**config.mk**
```make
export PLATFORM = sky130hd
export DESIGN_NAME = flash_cmd_decoder
export DESIGN_NICKNAME = d
export VERILOG_FILES = /design/src/rtl/fcd_pkg.sv /design/src/rtl/fcd_seq.sv /design/src/rtl/fcd_lock_bank.sv /design/src/rtl/fcd_busy_timer.sv /design/src/rtl/flash_cmd_decoder.sv
export SDC_FILE = /design/constraint.sdc
export NUM_CORES = 1
export LEC_CHECK = 0
export ABC_AREA = 1
export BUFFER_PORTS_ARGS = -buffer_cell sky130_fd_sc_hd__buf_2
export CORE_UTILIZATION = 30
export CTS_BUF_LIST = sky130_fd_sc_hd__clkbuf_8 sky130_fd_sc_hd__clkbuf_16
export CTS_CLUSTER_SIZE = 12
export DETAILED_ROUTE_END_ITERATION = 8
export PLACE_DENSITY = 0.56
export SLEW_MARGIN = 20
export SYNTH_ARGS = -nofsm -noshare
export SYNTH_HDL_FRONTEND = slang
export SYNTH_SLANG_ARGS = --single-unit
```
**constraint.sdc**
```tcl
create_clock -name clk -period 2.4 [get_ports clk]
set_clock_uncertainty 0.2 [all_clocks]
set_input_delay 0.24 -clock clk [delete_from_list [all_inputs] [get_ports clk]]
set_output_delay 0.24 -clock clk [all_outputs]
set_load 0.005 [all_outputs]
```
**src/rtl/fcd_pkg.sv**
```systemverilog
// fcd_pkg: shared opcodes, lock-state encoding and sequencer types
// for the flash command decoder. Assumes opcodes occupy data bits 7:0.
package fcd_pkg;

    localparam logic [7:0] OP_SETUP_CFG  = 8'h60;
    localparam logic [7:0] OP_PROTECT    = 8'h01;
    localparam logic [7:0] OP_UNPROTECT  = 8'hD0;
    localparam logic [7:0] OP_FREEZE     = 8'h2F;
    localparam logic [7:0] OP_LOAD_RCR   = 8'h03;
    localparam logic [7:0] OP_SETUP_PROT = 8'hC0;
    localparam logic [7:0] OP_CLR_STS    = 8'h50;

    // Per-block protection state; 2'b10 is never produced.
    typedef enum logic [1:0] {
        LK_OPEN   = 2'b00,
        LK_PROT   = 2'b01,
        LK_FROZEN = 2'b11
    } lock_t;

    typedef enum logic [1:0] {
        LOP_NONE,
        LOP_PROTECT,
        LOP_UNPROTECT,
        LOP_FREEZE
    } lock_op_t;

    typedef enum logic [1:0] {
        SQ_IDLE,
        SQ_CFG_ARMED,
        SQ_PROT_ARMED
    } seq_state_t;

endpackage

```
**src/rtl/fcd_seq.sv**
```systemverilog
// fcd_seq: two-cycle command sequencer.
// Tracks whether a 0x60 or 0xC0 setup write is pending and turns the
// following write into a one-cycle action pulse. A write is accepted only
// when busy is low. A bad second cycle is consumed and raises err_set.
// Assumes wr_en is a single-cycle strobe per bus write.
module fcd_seq
    import fcd_pkg::*;
(
    input  logic       clk,
    input  logic       rst_n,
    input  logic       wr_en,
    input  logic       busy,
    input  logic [7:0] opcode,
    output lock_op_t   lock_op,
    output logic       rcr_we,
    output logic       err_set,
    output logic       err_clr,
    output logic       prot_start,
    output logic       to_status,
    output logic       to_array
);

    seq_state_t state_q, state_d;
    logic       accept;

    assign accept = wr_en && !busy;

    // Decode the current write against the pending setup state.
    always_comb begin
        state_d    = state_q;
        lock_op    = LOP_NONE;
        rcr_we     = 1'b0;
        err_set    = 1'b0;
        err_clr    = 1'b0;
        prot_start = 1'b0;
        to_status  = 1'b0;
        to_array   = 1'b0;
        if (accept) begin
            case (state_q)
                SQ_IDLE: begin
                    case (opcode)
                        OP_SETUP_CFG: begin
                            state_d   = SQ_CFG_ARMED;
                            to_status = 1'b1;
                        end
                        OP_SETUP_PROT: begin
                            state_d   = SQ_PROT_ARMED;
                            to_status = 1'b1;
                        end
                        OP_CLR_STS: err_clr = 1'b1;
                        default: ;
                    endcase
                end
                SQ_CFG_ARMED: begin
                    state_d = SQ_IDLE;
                    case (opcode)
                        OP_PROTECT:   lock_op = LOP_PROTECT;
                        OP_UNPROTECT: lock_op = LOP_UNPROTECT;
                        OP_FREEZE:    lock_op = LOP_FREEZE;
                        OP_LOAD_RCR: begin
                            rcr_we   = 1'b1;
                            to_array = 1'b1;
                        end
                        default:      err_set = 1'b1;
                    endcase
                end
                SQ_PROT_ARMED: begin
                    state_d    = SQ_IDLE;
                    prot_start = 1'b1;
                end
                default: state_d = SQ_IDLE;
            endcase
        end
    end

    // Hold the sequencer state.
    always_ff @(posedge clk) begin
        if (!rst_n) state_q <= SQ_IDLE;
        else        state_q <= state_d;
    end

endmodule

```
**src/rtl/fcd_lock_bank.sv**
```systemverilog
// fcd_lock_bank: one two-bit protection state per block.
// Applies a single lock operation to the indexed block per cycle.
// A frozen block leaves that state only through reset.
// Assumes idx < NUM_BLOCKS.
module fcd_lock_bank
    import fcd_pkg::*;
#(
    parameter int NUM_BLOCKS = 8,
    parameter int BLK_W      = 3
) (
    input  logic                    clk,
    input  logic                    rst_n,
    input  lock_op_t                op,
    input  logic [BLK_W-1:0]        idx,
    output logic [2*NUM_BLOCKS-1:0] state_o
);

    for (genvar gi = 0; gi < NUM_BLOCKS; gi++) begin : g_blk
        lock_t cur_q;
        logic  hit;

        assign hit = (op != LOP_NONE) && (idx == BLK_W'(gi));

        // Update this block's state; frozen is absorbing.
        always_ff @(posedge clk) begin
            if (!rst_n) begin
                cur_q <= LK_PROT;
            end else if (hit && cur_q != LK_FROZEN) begin
                case (op)
                    LOP_PROTECT:   cur_q <= LK_PROT;
                    LOP_UNPROTECT: cur_q <= LK_OPEN;
                    LOP_FREEZE:    cur_q <= LK_FROZEN;
                    default:       cur_q <= cur_q;
                endcase
            end
        end

        assign state_o[2*gi +: 2] = cur_q;
    end

endmodule

```
**src/rtl/fcd_busy_timer.sv**
```systemverilog
// fcd_busy_timer: stand-in for the protection-register program algorithm.
// A start pulse loads BUSY_CYCLES, and busy stays high until the count
// reaches zero. Assumes BUSY_CYCLES >= 1 and no start while busy.
module fcd_busy_timer #(
    parameter int BUSY_CYCLES = 8
) (
    input  logic clk,
    input  logic rst_n,
    input  logic start,
    output logic busy
);

    localparam int CNT_W = $clog2(BUSY_CYCLES + 1);

    logic [CNT_W-1:0] cnt_q;

    // Load on start, then count down to zero.
    always_ff @(posedge clk) begin
        if (!rst_n)            cnt_q <= '0;
        else if (start)        cnt_q <= CNT_W'(BUSY_CYCLES);
        else if (cnt_q != '0)  cnt_q <= cnt_q - 1'b1;
    end

    assign busy = (cnt_q != '0);

endmodule

```
**src/rtl/flash_cmd_decoder.sv**
```systemverilog
// flash_cmd_decoder: top of the two-cycle command interpreter.
// Wires the sequencer, lock bank and busy timer, and owns the status
// error pair, read configuration register, read mode and the captured
// protection-register write. Assumes ADDR_W >= BLK_LSB + block index
// width and ADDR_W >= 16.
module flash_cmd_decoder
    import fcd_pkg::*;
#(
    parameter int NUM_BLOCKS  = 8,
    parameter int ADDR_W      = 20,
    parameter int BLK_LSB     = 16,
    parameter int BUSY_CYCLES = 8
) (
    input  logic                    clk,
    input  logic                    rst_n,
    input  logic                    wr_en,
    input  logic [ADDR_W-1:0]       wr_addr,
    input  logic [15:0]             wr_data,
    output logic [2*NUM_BLOCKS-1:0] lock_state_o,
    output logic [15:0]             rcr_o,
    output logic [7:0]              sts_o,
    output logic                    read_array_o,
    output logic                    busy_o,
    output logic [ADDR_W-1:0]       prot_addr_o,
    output logic [15:0]             prot_data_o
);

    localparam int BLK_W = (NUM_BLOCKS > 1) ? $clog2(NUM_BLOCKS) : 1;

    lock_op_t         lock_op;
    logic             rcr_we, err_set, err_clr, prot_start;
    logic             to_status, to_array;
    logic             busy;
    logic             err_hi_q, err_lo_q;
    logic [15:0]      rcr_q;
    logic             rd_array_q;
    logic [ADDR_W-1:0] paddr_q;
    logic [15:0]      pdata_q;
    logic [BLK_W-1:0] blk_idx;

    assign blk_idx = wr_addr[BLK_LSB +: BLK_W];

    fcd_seq u_seq (
        .clk        (clk),
        .rst_n      (rst_n),
        .wr_en      (wr_en),
        .busy       (busy),
        .opcode     (wr_data[7:0]),
        .lock_op    (lock_op),
        .rcr_we     (rcr_we),
        .err_set    (err_set),
        .err_clr    (err_clr),
        .prot_start (prot_start),
        .to_status  (to_status),
        .to_array   (to_array)
    );

    fcd_lock_bank #(
        .NUM_BLOCKS (NUM_BLOCKS),
        .BLK_W      (BLK_W)
    ) u_bank (
        .clk     (clk),
        .rst_n   (rst_n),
        .op      (lock_op),
        .idx     (blk_idx),
        .state_o (lock_state_o)
    );

    fcd_busy_timer #(
        .BUSY_CYCLES (BUSY_CYCLES)
    ) u_timer (
        .clk   (clk),
        .rst_n (rst_n),
        .start (prot_start),
        .busy  (busy)
    );

    // Sticky sequence-error pair: set together, cleared by 0x50.
    always_ff @(posedge clk) begin
        if (!rst_n) begin
            err_hi_q <= 1'b0;
            err_lo_q <= 1'b0;
        end else if (err_set) begin
            err_hi_q <= 1'b1;
            err_lo_q <= 1'b1;
        end else if (err_clr) begin
            err_hi_q <= 1'b0;
            err_lo_q <= 1'b0;
        end
    end

    // Read configuration register load from the low address bits.
    always_ff @(posedge clk) begin
        if (!rst_n)      rcr_q <= 16'h0000;
        else if (rcr_we) rcr_q <= wr_addr[15:0];
    end

    // Read mode: status after any setup write, array after an RCR load.
    always_ff @(posedge clk) begin
        if (!rst_n)         rd_array_q <= 1'b1;
        else if (to_array)  rd_array_q <= 1'b1;
        else if (to_status) rd_array_q <= 1'b0;
    end

    // Capture the protection-register program write.
    always_ff @(posedge clk) begin
        if (!rst_n) begin
            paddr_q <= '0;
            pdata_q <= '0;
        end else if (prot_start) begin
            paddr_q <= wr_addr;
            pdata_q <= wr_data;
        end
    end

    assign sts_o        = {~busy, 1'b0, err_hi_q, err_lo_q, 4'b0000};
    assign rcr_o        = rcr_q;
    assign read_array_o = rd_array_q;
    assign busy_o       = busy;
    assign prot_addr_o  = paddr_q;
    assign prot_data_o  = pdata_q;

endmodule

```
==> flow_summary.yaml, run 1 <==
run_status:
  outcome: "finished, final reports clean"
synthesis:
  yosysWarnings: 0
  ys_types: 27
  synth_top_family_by_area: "simple AND/OR/NAND/NOR gates"
  synth_xor_area_frac: 0.00279
  ys_seq_elements: 76
  synthSimpleGateAreaFrac: 0.287
  synthAdderAreaFrac: 0.00797
  ys_seq_area_frac: 0.485
  syn_inst: 424
  synthMuxAreaShare: 0
  netlist_area_sq_um: 3140
  synth.avg_cell_area_sq_um: 7.40
  synth_compound_area_frac: 0.130
drt:
  routed_wl_mm: 8.25
  firstDrtPassIters: 4
  ant_nets: 0
  vias: 3136
  drc_errors: 0
  vias_per_cell: 4.49
  drt_iter0_markers: 53
  wl_per_cell_microns: 11.8
floorplan:
  initial_core_util: 0.315
  die_area_sq_um: 10900
  fp-row-count: 36
  die-width_microns: 104
  ios: 117
  core-area_sq_um: 9950
  die_y_microns: 104
pwr:
  irDropWorstVdd_mv: 0.278
  p_per_area_nw_per_um2: 617
  cellLeakagePower_nw: 2.16
placement:
  place_ws_ns: 0.383
  gp_congestion: 0.782
  numPortBuffers: 111
  dp_hpwl_mm: 5.74
  dpl-instance-area_sq_um: 3770
clocking:
  clk_latency_ns: 0.34
  clk_pin_slew_worst_paths_ns: 0.08
  cts_buffers: 9
  cts-root-buf: "clkbuf_8"
  postCtsSetupRepairBufs: 0
  htree_levels: 3
  cts_tree: "yes"
  cts.sinks: 76
  clock_path_buffers: 2
  cts-resized-gates: 0
cells_and_area:
  fin_util: 0.429
  mostFrequentLayoutCells: "buf_2, nor2_1, dfxtp_1, nand2_1, o21ai_0"
  drive_gt1_frac: 0.258
  area_growth_pct: 36.2
  layout.nets: 602
  antennaDiodeCount: 0
  layout_commonest_cell: "buf_2"
  final_area_sq_um: 4270
worst_setup_path:
  cp.arrival_ns: 2.00
  critPathLaunchType: "flip-flop"
  critPathCaptureType: "flip-flop"
  critPathRequiredTime_ns: 2.41
  crit_type: "flip-flop to flip-flop"
  cp_max_fo: 9
global_route:
  antenna_found_initial: 0
  overflow: 0
  grt.total_usage: 0.157
  grt_pass1_wl_mm: 13.9
  grt_start_max_net_pins: 62
  grt_pass1_vias: 3064
timing:
  fmax_mhz: 501
  rsz0062_at_grt: "false"
  worstMarginPinSlew_ns: 0.549
  final.period_utilization: 0.831
  period_minus_slack_ns: 2.00
  final.setup.tns_ns: 0
  timing.final.ws_setup_ns: 0.405
  slew_violations: 0
  slew_headroom: 0.634
  hold_viol_final: 0
  setup_violations: 0
hold_path:
  worstHoldPathType: "input pin to flip-flop"
job:
  drv_cap: 0
==> state kept, by name, summed over array words and instances (netlist names) <==
signal	flops
prot_addr_o	20
u_bank.g_blk.cur_q	16
u_timer.cnt_q	4
read_array_o	1
prot_data_o	16
err_lo_q	1
u_seq.state_q	2
rcr_o	16
==> critical path, stage by stage (launching register included) <==
cell and delay, ns:
dfxtp_1 0.31, inv_1 0.12, ha_1 0.25, nand4_4 0.19
nor2_4 0.18, nand2_2 0.16, nand2_2 0.21, nand2_1 0.10
nand2_1 0.07, nand3b_1 0.07
==> per-stage QoR <==
| step | hold slack (ns) | std cells | power [mW] |
|---|---|---|---|
| floorplan | 0.168 | 428 | 1.54 |
| global placement | 0.262 | 653 | 1.65 |
| detailed placement | 0.263 | 653 | 1.65 |
| CTS | 0.00561 | 699 | 2.69 |
| global route | 0.0393 | 699 | 2.77 |
| finish | 0.0212 | 699 | 2.64 |
==> layout make-up <==
cell class                 instances  area [sq um]
tap                              133           166
inverter                          33           126
clock buffer                       9           124
multi-input combinational        294          1360
clock inverter                     7          73.8
sequential                        76          1520
timing repair buffer             147           901
fill                            1044          5680
==> logic make-up (layout without fill, tap and decap cells) <==
family,count (synthesis),count (layout)
flip-flops,76,76
other,1,5
XOR/XNOR,1,1
AND/OR/NAND/NOR,205,205
buffers and inverters,58,196
adder cells (fa/ha/maj),2,2
AO/OA/AOI/OAI,81,81
==> synthesized netlist by cell type <==
master | instances | area [sq um]
a211oi_1 | 1 | 7.51
a21oi_1 | 26 | 130
buf_2 | 8 | 40.0
buf_4 | 7 | 52.6
buf_6 | 2 | 22.5
clkbuf_1 | 8 | 30.0
conb_1 | 1 | 3.75
dfxtp_1 | 76 | 1520
ha_1 | 2 | 25.0
inv_1 | 30 | 113
inv_2 | 2 | 7.51
inv_4 | 1 | 6.26
nand2_1 | 67 | 251
nand2_2 | 4 | 25.0
nand3_1 | 13 | 65.1
nand3b_1 | 7 | 52.6
nand4_1 | 4 | 25.0
nand4_4 | 1 | 21.3
nor2_1 | 98 | 368
nor2_2 | 2 | 12.5
nor2_4 | 1 | 11.3
nor3_1 | 4 | 20.0
nor3_4 | 2 | 32.5
nor3b_1 | 2 | 15.0
o21ai_0 | 51 | 255
o21ai_1 | 3 | 15.0
xnor2_1 | 1 | 8.76
==> report_power, final <==
part	internal, mW	switching, mW	leakage, nW
combinational	0.154	0.201	1.45
sequential	1.28	0.0149	0.613
clock	0.486	0.497	0.100
==> timing repair <==
action	in CTS	in global routing
hold endpoints to repair	46	0
setup endpoints to repair	0	0
hold buffers	30	0
==> worst paths after layout <==
path                                       start                        to  slack, ns  cells past startpoint
worst max-delay path            u_timer.cnt_q[0]  u_bank.g_blk[5].cur_q[0]       0.40                      9
worst min-delay path                  wr_data[4]            prot_data_o[4]       0.02                      3
worst max register to register  u_timer.cnt_q[0]  u_bank.g_blk[5].cur_q[0]       0.40                      9
worst min register to register  u_timer.cnt_q[0]          u_timer.cnt_q[0]       0.28                      2
==> metal layers <==
layer  GRT usage  wire (microns)
met5           0               0
met4      0.0480              76
met3      0.0545             666
met2       0.268            3910
met1       0.184            3590
Note: power is estimated with default switching activity, not from simulation.
==> run 2, diff against run 1 <==
- clock period: 2.4 -> 1.93 ns (I/O delays scaled with it)
==> flow_summary.yaml, run 2 (synthesis results as in run 1) <==
floorplan:
  fp-row-count: 36
  die-width_microns: 104
  initial_core_util: 0.315
  die_area_sq_um: 10900
  ios: 117
  core-area_sq_um: 9950
  die_y_microns: 104
global_route:
  grt.total_usage: 0.159
  grt_pass1_wl_mm: 14.0
  antenna_found_initial: 0
  grt_pass1_vias: 3051
  overflow: 0
  grt_start_max_net_pins: 62
worst_setup_path:
  critPathLaunchType: "input pin"
  critPathMaxStageDelay_ns: 0.55
  cp_max_fo: 6
  path_buf_inv: 5
  crit_chain: "dlygate4sd3_1 -> buf_2 -> inv_2 -> nand2_2 -> nor2_4 -> nand2_2 -> nor3_4 -> buf_4 -> buf_4 -> o21ai_0 -> nor2_1"
  cpLargestDelayFamily: "buffers and inverters"
  crit_slowest_cell: "dlygate4sd3_1"
  crit_type: "input pin to flip-flop"
  cp.arrival_ns: 1.94
  critPathCaptureType: "flip-flop"
  critPathRequiredTime_ns: 2.01
drt:
  vias: 3309
  drc_errors: 0
  routed_wl_mm: 9.00
  vias_per_cell: 4.62
  firstDrtPassIters: 6
  drt_iter0_markers: 92
  wl_per_cell_microns: 12.6
  ant_nets: 0
pwr:
  p_per_area_nw_per_um2: 711
  cellLeakagePower_nw: 2.25
  irDropWorstVdd_mv: 0.328
  power_mw: 3.19
clocking:
  clk_pin_slew_worst_paths_ns: 0.08
  cts.sinks: 76
  htree_levels: 3
  clk_latency_ns: 0.35
  cts-root-buf: "clkbuf_8"
  clock_path_buffers: 2
  cts_tree: "yes"
  cts_buffers: 9
placement:
  dp_cells: 656
  numPortBuffers: 111
  dpl-instance-area_sq_um: 3800
  dp_hpwl_mm: 5.81
  gp_congestion: 0.821
timing:
  slew_headroom: 0.632
  whs_ns: 0.0232
  period_minus_slack_ns: 1.85
  final.period_utilization: 0.959
  slew_violations: 0
  worstMarginPinSlew_ns: 0.552
  setup_violations: 0
  hold_viol_final: 0
  fmax_mhz: 540
cells_and_area:
  mostFrequentLayoutCells: "buf_2, nor2_1, dfxtp_1, nand2_1, o21ai_0"
  drive_gt1_frac: 0.313
  layout.nets: 620
  largest_register_ffs: 20
  antennaDiodeCount: 0
  finalNonFillerCells: 717
  area_growth_pct: 43.1
  layout_commonest_cell: "buf_2"
  final_area_sq_um: 4490
job:
  drv_cap: 0
run_status:
  outcome: "finished, final reports clean"
hold_path:
  worstHoldPathType: "input pin to flip-flop"
## run 2: tightest hold or removal path, stage by stage
cell and delay (ns):
buf_2 0.15, inv_1 0.11, a21oi_1 0.07
## run 2: final cells by class
cell class              instances  area [sq um]
inverters                      33           129
clock buffers                   9           124
repair buffers                165          1070
multi-input cells             294          1430
clock inverters                 7          45.0
flip-flops and latches         76          1520
fillers                      1015          5460
well taps                     133           166
## run 2: final timing paths
kind,from,endpoint,slack (ns),cells past startpoint
setup / recovery,wr_data[7],rcr_o[11],0.08,11
hold / removal,wr_addr[18],prot_addr_o[18],0.02,3
setup reg to reg,u_timer.cnt_q[1],prot_data_o[1],0.09,8
hold reg to reg,u_bank.g_blk[0].cur_q[1],u_bank.g_blk[0].cur_q[1],0.28,2
## run 2: routing by layer
metal	routed length [microns]	GRT usage	vias to the layer above	share of wire
li1	-	-	1656	-
met1	3900	0.186	1527	0.43
met2	4340	0.272	119	0.48
met3	689	0.0595	7	0.077
met4	70	0.0459	0	0.0078
met5	0	0	-	0
## run 2: power breakdown
| group | total, mW | internal, mW | switching, mW |
|---|---|---|---|
| combinational | 0.504 | 0.234 | 0.270 |
| clock | 1.07 | 0.462 | 0.609 |
| sequential | 1.62 | 1.60 | 0.0210 |
## run 2: timing repair
| item | CTS | global route |
|---|---|---|
| setup buffers | 0 | 8 |
| endpoints found under the hold margin | 51 | 0 |
| resized for setup | 0 | 36 |
| hold buffers | 35 | 0 |
| endpoints found under the setup margin | 0 | 65 |
## run 2: per-stage QoR
stage                      util  setup TNS [ns]  setup slack, ns
after floorplan               -               0            0.126
after global placement    0.381               0           0.0758
after detailed placement  0.381               0           0.0109
after CTS                 0.434               0          0.00195
after global routing      0.451         -0.0160          -0.0101
final                     0.451               0           0.0792
==> run 3, diff against run 2 <==
- REMOVE_ABC_BUFFERS: not set -> 1
==> flow_summary.yaml, run 3 (synthesis results as in run 1) <==
cells_and_area:
  area_growth_pct: 45.1
  largest_register_ffs: 20
  drive_gt1_frac: 0.298
  antennaDiodeCount: 0
  layout_commonest_cell: "buf_2"
  fillerInstances: 981
  layout.nets: 615
  mostFrequentLayoutCells: "buf_2, nor2_1, dfxtp_1, nand2_1, o21ai_0"
global_route:
  gr-usage-met1: 0.186
  grt_busiest_layer: "met2"
  overflow: 0
  grtUsageMet2: 0.296
  grt.total_usage: 0.168
  grt_pass1_wl_mm: 14.9
  antenna_found_initial: 0
  grt_pass1_vias: 3340
  grt_start_max_net_pins: 62
  use_met3: 0.0614
drt:
  vias_per_cell: 4.60
  drc_errors: 0
  wl_per_cell_microns: 12.7
  vias: 3272
  ant_nets: 0
  drt_iter0_markers: 41
  firstDrtPassIters: 4
  routed_wl_mm: 9.04
clocking:
  cts-root-buf: "clkbuf_8"
  cts_tree: "yes"
  clk_latency_ns: 0.34
  cts_buffers: 9
  clock_path_buffers: 2
  cts.sinks: 76
  htree_levels: 3
  clk_pin_slew_worst_paths_ns: 0.08
timing:
  final.period_utilization: 0.952
  hold_viol_final: 0
  rsz0062_at_grt: "true"
  slew_headroom: 0.632
  worstMarginPinSlew_ns: 0.552
  final.setup.tns_ns: 0
  slew_violations: 0
  fmax_mhz: 544
  setup_violations: 0
  period_minus_slack_ns: 1.84
  whs_ns: 0.0872
job:
  drv_cap: 0
worst_setup_path:
  critPathLaunchType: "input pin"
  critPathRequiredTime_ns: 2.02
  critPathCaptureType: "flip-flop"
  rr_startpoint: "u_timer.cnt_q[1]"
  crit_start: "wr_data[6]"
  cp_max_fo: 5
  cp.arrival_ns: 1.92
  crit_type: "input pin to flip-flop"
hold_path:
  worstHoldPathType: "input pin to flip-flop"
  hp-start: "rst_n"
placement:
  numPortBuffers: 111
  gp_congestion: 0.825
  dp_hpwl_mm: 5.75
floorplan:
  die_area_sq_um: 10900
  ios: 117
  die_y_microns: 104
  die-width_microns: 104
  initial_core_util: 0.315
  core-area_sq_um: 9950
  fp-row-count: 36
pwr:
  cellLeakagePower_nw: 2.25
  irDropWorstVdd_mv: 0.441
  p_per_area_nw_per_um2: 792
  power_mw: 3.60
run_status:
  outcome: "finished, final reports clean"
==> run 3: changes by cell type in the layout (fill, tap and decap cells not counted), sizes merged <==
cell / change
clkbuf: +2
clkinvlp: -1
bufinv: +3
inv: -1
buf: -8
dlygate4sd3: +1
clkinv: -2
==> run 3: power by group <==
| group | internal, mW | leakage, nW | total [mW] | switching (mW) |
|---|---|---|---|---|
| registers | 1.60 | 0.613 | 1.62 | 0.0213 |
| logic | 0.254 | 1.52 | 0.522 | 0.268 |
| clock network | 0.883 | 0.120 | 1.46 | 0.581 |
| total | 2.73 | 2.25 | 3.60 | 0.870 |
==> run 3: worst paths after layout <==
check | endpoint | slack (ns) | cells after the start
setup / recovery | u_bank.g_blk[0].cur_q[1] | 0.09 | 12
hold / removal | u_bank.g_blk[7].cur_q[0] | 0.09 | 3
setup reg to reg | prot_data_o[7] | 0.13 | 8
hold reg to reg | u_bank.g_blk[5].cur_q[1] | 0.28 | 2
==> run 3: through the flow <==
stage,cell area [sq um],std cells,util,setup slack [ns]
after floorplan,3010,403,-,-0.549
after global placement,3820,654,0.384,0.0989
after detailed placement,3820,654,0.384,0.0159
after CTS,4420,705,0.444,0.0132
after global routing,4550,711,0.457,-0.0111
final,4550,711,0.457,0.0925
==> run 3: area by class of cell <==
type	count	area (sq um)	area share
multi-input combinational	294	1410	0.311
tap	133	166	0.0366
inverter	33	134	0.0294
clock inverter	5	101	0.0223
timing repair inverter	1	6.26	0.00137
clock buffer	10	138	0.0302
sequential	76	1520	0.334
timing repair buffer	159	1070	0.235
==> run 3: critical path, stage by stage <==
cell and delay, ns:
dlygate4sd3_1 0.54, buf_2 0.14, inv_2 0.08, nand2_2 0.08, nor2_4 0.14, nand2_2 0.09
nand2_2 0.09, nand2_2 0.09, buf_4 0.18, nor2_1 0.11, nand2_1 0.08, a21oi_2 0.13
==> run 3: metal layers <==
layer / vias up / part of all wire / wire [microns]
li1: 1648 / - / -
met1: 1509 / 0.43 / 3870
met2: 102 / 0.49 / 4390
met3: 13 / 0.073 / 662
met4: 0 / 0.013 / 119
met5: - / 0 / 0
==> run 3: repair_timing <==
| item | CTS | global route |
|---|---|---|
| hold endpoints to repair | 52 | 0 |
| setup endpoints to repair | 0 | 64 |
| resized for setup | 0 | 32 |
| buffers inserted | 0 | 6 |
| hold buffers | 36 | 0 |
